## src/rtl/acc_cpu_pkg.sv

```systemverilog
package acc_cpu_pkg;
  typedef enum logic [3:0] {
    S_F0, S_F1, S_F2, S_INC, S_E0, S_E1, S_E2, S_E3, S_HALT
  } step_e;

  localparam logic [3:0] OP_LOAD  = 4'd1;
  localparam logic [3:0] OP_STORE = 4'd2;
  localparam logic [3:0] OP_ADD   = 4'd3;
  localparam logic [3:0] OP_SUB   = 4'd4;
  localparam logic [3:0] OP_IN    = 4'd5;
  localparam logic [3:0] OP_OUT   = 4'd6;
  localparam logic [3:0] OP_HALT  = 4'd7;
  localparam logic [3:0] OP_SKIP  = 4'd8;
  localparam logic [3:0] OP_JUMP  = 4'd9;
endpackage

```

## src/rtl/acc_cpu_seq.sv

```systemverilog
module acc_cpu_seq
  import acc_cpu_pkg::*;
(
  input  logic       clk_i,
  input  logic       rst_ni,
  input  logic [3:0] op_i,
  output step_e      step_o
);
  step_e step_d;

  always_comb begin
    step_d = step_o;
    case (step_o)
      S_F0:  step_d = S_F1;
      S_F1:  step_d = S_F2;
      S_F2:  step_d = S_INC;
      S_INC: step_d = S_E0;
      S_E0: begin
        case (op_i)
          OP_HALT: step_d = S_HALT;
          OP_LOAD, OP_STORE, OP_ADD, OP_SUB, OP_IN: step_d = S_E1;
          default: step_d = S_F0;
        endcase
      end
      S_E1:   step_d = (op_i == OP_IN) ? S_F0 : S_E2;
      S_E2:   step_d = (op_i == OP_STORE) ? S_F0 : S_E3;
      S_E3:   step_d = S_F0;
      S_HALT: step_d = S_HALT;
      default: step_d = S_F0;
    endcase
  end

  always_ff @(posedge clk_i or negedge rst_ni) begin
    if (!rst_ni) step_o <= S_F0;
    else         step_o <= step_d;
  end
endmodule

```

## src/rtl/acc_cpu_alu.sv

```systemverilog
module acc_cpu_alu #(
  parameter int unsigned DW = 16
) (
  input  logic [DW-1:0] ac_i,
  input  logic [DW-1:0] mbr_i,
  input  logic          sub_i,
  input  logic [1:0]    cond_i,
  output logic [DW-1:0] res_o,
  output logic          take_o
);
  logic neg, zero;

  assign res_o = sub_i ? (ac_i - mbr_i) : (ac_i + mbr_i);
  assign neg   = ac_i[DW-1];
  assign zero  = (ac_i == '0);

  always_comb begin
    case (cond_i)
      2'b00:   take_o = neg;
      2'b01:   take_o = zero;
      2'b11:   take_o = !neg && !zero;
      default: take_o = 1'b0;
    endcase
  end
endmodule

```

## src/rtl/acc_cpu.sv

```systemverilog
module acc_cpu
  import acc_cpu_pkg::*;
#(
  parameter int unsigned OPW = 4,
  parameter int unsigned AW  = 12,
  localparam int unsigned DW = OPW + AW
) (
  input  logic          clk_i,
  input  logic          rst_ni,
  output logic [AW-1:0] mem_addr_o,
  output logic [DW-1:0] mem_wdata_o,
  output logic          mem_we_o,
  input  logic [DW-1:0] mem_rdata_i,
  input  logic [DW-1:0] in_data_i,
  output logic [DW-1:0] out_data_o,
  output logic          halted_o
);
  step_e         step;
  logic [DW-1:0] ac_q, mbr_q, ir_q, in_q, out_q;
  logic [AW-1:0] mar_q, pc_q;
  logic          halt_q;
  logic [3:0]    op;
  logic [AW-1:0] opnd;
  logic [DW-1:0] alu_res;
  logic          skip_take;

  assign op   = 4'(ir_q[DW-1 -: OPW]);
  assign opnd = ir_q[AW-1:0];

  acc_cpu_seq u_seq (
    .clk_i  (clk_i),
    .rst_ni (rst_ni),
    .op_i   (op),
    .step_o (step)
  );

  acc_cpu_alu #(.DW(DW)) u_alu (
    .ac_i   (ac_q),
    .mbr_i  (mbr_q),
    .sub_i  (op == OP_SUB),
    .cond_i (ir_q[AW-1 -: 2]),
    .res_o  (alu_res),
    .take_o (skip_take)
  );

  always_ff @(posedge clk_i or negedge rst_ni) begin
    if (!rst_ni) begin
      ac_q   <= '0;
      mbr_q  <= '0;
      ir_q   <= '0;
      in_q   <= '0;
      out_q  <= '0;
      mar_q  <= '0;
      pc_q   <= '0;
      halt_q <= 1'b0;
    end else begin
      case (step)
        S_F0:  mar_q <= pc_q;
        S_F2:  ir_q  <= mem_rdata_i;
        S_INC: pc_q  <= pc_q + 1'b1;
        S_E0: begin
          case (op)
            OP_LOAD, OP_STORE, OP_ADD, OP_SUB: mar_q <= opnd;
            OP_IN:   in_q   <= in_data_i;
            OP_OUT:  out_q  <= ac_q;
            OP_HALT: halt_q <= 1'b1;
            OP_SKIP: if (skip_take) pc_q <= pc_q + 1'b1;
            OP_JUMP: pc_q <= opnd;
            default: ;
          endcase
        end
        S_E1: begin
          if (op == OP_STORE)   mbr_q <= ac_q;
          else if (op == OP_IN) ac_q  <= in_q;
        end
        S_E2: if (op != OP_STORE) mbr_q <= mem_rdata_i;
        S_E3: ac_q <= (op == OP_LOAD) ? mbr_q : alu_res;
        default: ;
      endcase
    end
  end

  assign mem_addr_o  = mar_q;
  assign mem_wdata_o = mbr_q;
  assign mem_we_o    = (step == S_E2) && (op == OP_STORE);
  assign out_data_o  = out_q;
  assign halted_o    = halt_q;
endmodule

```

## config.mk

```make
export PLATFORM = sky130hd
export DESIGN_NAME = acc_cpu
export DESIGN_NICKNAME = d
export VERILOG_FILES = /design/src/rtl/acc_cpu_pkg.sv /design/src/rtl/acc_cpu_seq.sv /design/src/rtl/acc_cpu_alu.sv /design/src/rtl/acc_cpu.sv
export SDC_FILE = /design/constraint.sdc
export NUM_CORES = 1
export LEC_CHECK = 0
export ABC_AREA = 1
export CORE_ASPECT_RATIO = 1.4
export CORE_UTILIZATION = 56
export DETAILED_ROUTE_END_ITERATION = 6
export MAX_ROUTING_LAYER = met4
export PLACE_DENSITY = 0.8
export SETUP_SLACK_MARGIN = 0.1
export SKIP_LAST_GASP = 1
export SLEW_MARGIN = 20
export SYNTH_ARGS = -nofsm -noshare
export SYNTH_HDL_FRONTEND = slang
export SYNTH_SLANG_ARGS = --single-unit
```

## constraint.sdc

```tcl
create_clock -name clk_i -period 3 [get_ports clk_i]
set_clock_uncertainty 0.1 [all_clocks]
set_input_delay 0.6 -clock clk_i [delete_from_list [all_inputs] [get_ports clk_i]]
set_output_delay 0.6 -clock clk_i [all_outputs]
set_load 0.005 [all_outputs]
```

==> run_results.csv <==
group,metric,value,unit
global_route,grt-ovfl-total,0,
logic_synthesis,synth_compound_area_share,14.81,%
cells_and_area,final_nets,965,
cts,postCtsHoldBufs,0,
cts,path_clk_slew,0.08,ns
floorplan,start_util,57.30,%
drt,via_per_inst,5.742,
worst_hold_path,hold_class,"in2async",
drt,vias,6098,
cells_and_area,drive_gt1_share,14.92,%
cts,numCtsBuffers,9,
timing,final-setup-viol-count,0,
logic_synthesis,synth_top_family_by_area,"simple AND/OR/NAND/NOR gates",
floorplan,die-area,11980,um^2
floorplan,ioPinCount,80,
logic_synthesis,postSynthCellCount,816,
timing,clock.fmax,0.3541,GHz
worst_setup_path,startpoint_type,"flip-flop",
timing,rsz0062_at_grt,"true",
cells_and_area,nFillCells,902,
cells_and_area,finish.utilization,71.43,%
global_route,antenna_found_initial,0,
floorplan,die_h,129.1,um
logic_synthesis,synthFlopType,"dfrtp_1",
worst_setup_path,critPathArrivalTime,2.97,ns
cells_and_area,syn_to_final_growth,24.66,%
logic_synthesis,yosys.area_share.simple,23.65,%
timing,fin_crit_sh,94.14,%
drt,drt_first_pass_iters,7,
drt,ant_nets,0,
placed_design,io_buffers,79,
drt,drc,0,
worst_setup_path,timing_worst_setup_path_type,"reg2reg",
cts,root_buffer,"clkbuf_16",
cts,clock_path_buffers,2,
power_and_ir_drop,ir_drop,0.9738,mV
cells_and_area,seqCellArea,2730,um^2
drt,wire_per_inst,18.72,um
outcome,status,"finished clean",
global_route,grt_usage,34.64,%
timing,maxSlewHeadroom,38.40,%
cts,tritoncts,"built",
drt,drt_iter0_markers,412,
placed_design,dp_hpwl,15.04,mm
logic_synthesis,syn_nets,868,
global_route,grt_max_degree,43,
timing,drv_slew,0,
global_route,grt_pass1_wl,30.64,mm
worst_setup_path,crit_path_end_kind,"flip-flop",
logic_synthesis,synth_area,6464,um^2
logic_synthesis,ys_warn_count,0,
worst_setup_path,crit_path_max_fanout,6,
logic_synthesis,synth.yosys.seq_area_share,42.20,%
timing,worst_pin_slew,0.9218,ns
logic_synthesis,synth-edff-count,0,
cells_and_area,multiInputGateArea,3382,um^2
global_route,grt_pass1_vias,5861,
timing,layout_setup_ws,0.1757,ns
cts,clk_latency,0.36,ns
logic_synthesis,synthAdderAreaFrac,3.600,%
logic_synthesis,postSynthAreaPerCell,7.921,um^2
placed_design,gp_congestion,1.009,
floorplan,rows,46,
timing,fin_crit,2.824,ns
floorplan,coreArea,11280,um^2
logic_synthesis,ys_types,43,
logic_synthesis,synth_xor_area_share,3.252,%
cts,cts.sinks,109,
run,drv_cap,0,
logic_synthesis,synth-seq-cells,109,
worst_setup_path,r2r_setup_slack,0.18,ns
floorplan,die_width,92.80,um
worst_setup_path,crit_required,3.14,ns
power_and_ir_drop,powerDensity,1293,nW/um^2
cts,cts_max_level,3,
cells_and_area,diodes,0,
power_and_ir_drop,p_leak,3.766,nW
logic_synthesis,ys_async_sr_fraction,100.0,%
timing,hold_viol,0,
worst_setup_path,rr_worst_depth,20,
placed_design,place_ws,0.09428,ns
drt,postRouteWirelength,19.88,mm
logic_synthesis,muxShareOfSynthArea,4.220,%
critical path, cell delays in order, from the launching register on:
cell and delay (ns):
dfrtp_1 0.41, inv_2 0.10, nor2_4 0.05, nand2_4 0.08, clkinvlp_4 0.17, buf_6 0.18
a31oi_2 0.16, xor2_1 0.20, inv_1 0.10, ha_4 0.30, nand2_1 0.05, inv_1 0.09
nand2_1 0.10, nor3_2 0.17, nand2_1 0.08, nand2_1 0.09, inv_1 0.04, nand2_1 0.04
nand3_1 0.06, nand2_1 0.06, a21oi_1 0.05
path summary, 6_finish.rpt:
| path | end | start |
|---|---|---|
| setup / recovery | ac_q[15]$_DFFE_PN0P_ | ir_q[14]$_DFFE_PN0P_ |
| hold / removal | ir_q[2]$_DFFE_PN0P_ | rst_ni |
| setup reg to reg | ac_q[15]$_DFFE_PN0P_ | ir_q[14]$_DFFE_PN0P_ |
| hold reg to reg | halted_o$_DFFE_PN0P_ | halted_o$_DFFE_PN0P_ |
| max in group asynchronous | ir_q[15]$_DFFE_PN0P_ | rst_ni |
| min in group clk_i | halted_o$_DFFE_PN0P_ | halted_o$_DFFE_PN0P_ |
cells by family (layout without fill, tap and decap cells):
logic type / count (synthesis) / in the layout
mux: 24 / 24
fa+ha+maj: 18 / 18
xor+xnor: 24 / 24
buf+inv: 126 / 228
compound gates: 164 / 164
flops: 109 / 109
simple gates: 351 / 351
cell type report:
class	instances	share of cell area, %
timing repair buffer	117	13.52
multi-input combinational	581	41.97
sequential	109	33.88
clock inverter	6	0.9472
tap	144	2.236
inverter	95	4.472
clock buffer	10	2.966
routing by layer:
layer / track usage [%] / wire [um]
met5: - / 0
met4: 17.38 / 1135
met3: 6.455 / 1029
met2: 59.52 / 10320
met1: 38.29 / 7404
synthesized netlist by cell type, types with 17 or more instances:
library cell	n	area [um^2]
o21ai_1	21	105.1
nor2_1	73	274.0
xor2_1	21	183.9
nand3_1	49	245.2
ha_1	17	212.7
inv_1	89	334.1
a31oi_1	17	106.4
o211ai_1	19	142.6
o21ai_0	43	215.2
dfrtp_1	109	2728
mux2_2	18	202.7
nand2_1	190	713.2
a21oi_1	45	225.2
state kept, by name, indices dropped and copies added, names as in the netlist:
name	flops
ac_q	16
in_q	16
ir_q	16
mem_wdata_o	16
out_data_o	16
mem_addr_o	12
pc_q	12
u_seq.step_o	4
halted_o	1
through the flow:
| step | power, mW | cell area (um^2) | std cells | TNS, ns | hold slack, ns |
|---|---|---|---|---|---|
| 4_1_cts | 9.775 | 7761 | 1047 | 0 | 0.1434 |
| 6_report | 10.42 | 8058 | 1062 | 0 | 0.1224 |
| 5_1_grt | 11.22 | 8058 | 1062 | -0.02625 | 0.1693 |
| 3_3_place_gp | 8.348 | 7440 | 1031 | 0 | 0.3489 |
| 3_5_place_dp | 8.483 | 7440 | 1031 | 0 | 0.3628 |
| 2_1_floorplan | 6.430 | 6464 | 816 | 0 | 0.2044 |
power by group:
group	total [mW]	switching [mW]	internal [mW]	leakage, nW
combinational	6.32	3.59	2.73	2.29
sequential	2.82	0.654	2.17	1.32
clock	1.28	0.590	0.687	0.156
cell usage in the layout, fill, tap and decap left out, drive strengths merged:
cell / Yosys / routed
nand2: 195 / 195
dfrtp: 109 / 109
inv: 95 / 97
nor2: 79 / 79
clkdlybuf4s50: 0 / 78
o21ai: 64 / 64
nand3: 51 / 51
a21oi: 45 / 45
buf: 21 / 39
mux2: 23 / 23
xor2: 21 / 21
o211ai: 19 / 19
a31oi: 17 / 17
ha: 17 / 17
nand4: 15 / 15
clkbuf: 10 / 10
a22oi: 6 / 6
o21bai: 5 / 5
nor3: 5 / 5
nand3b: 3 / 3
xnor2: 3 / 3
o31ai: 2 / 2
o21a: 2 / 2
or2: 2 / 2
a21o: 2 / 2
clkinv: 0 / 2
clkinvlp: 0 / 1
a41oi: 1 / 1
and2: 1 / 1
mux2i: 1 / 1
a311oi: 1 / 1
fa: 1 / 1
bufinv: 0 / 1
what timing repair did:
action / 4_1_cts / 5_1_grt
setup buffers: 0 / 15
gates resized for setup: 2 / 50
pin swaps: 0 / 21
endpoints found under the setup margin: 2 / 10
(Power assumes the default switching activity.)
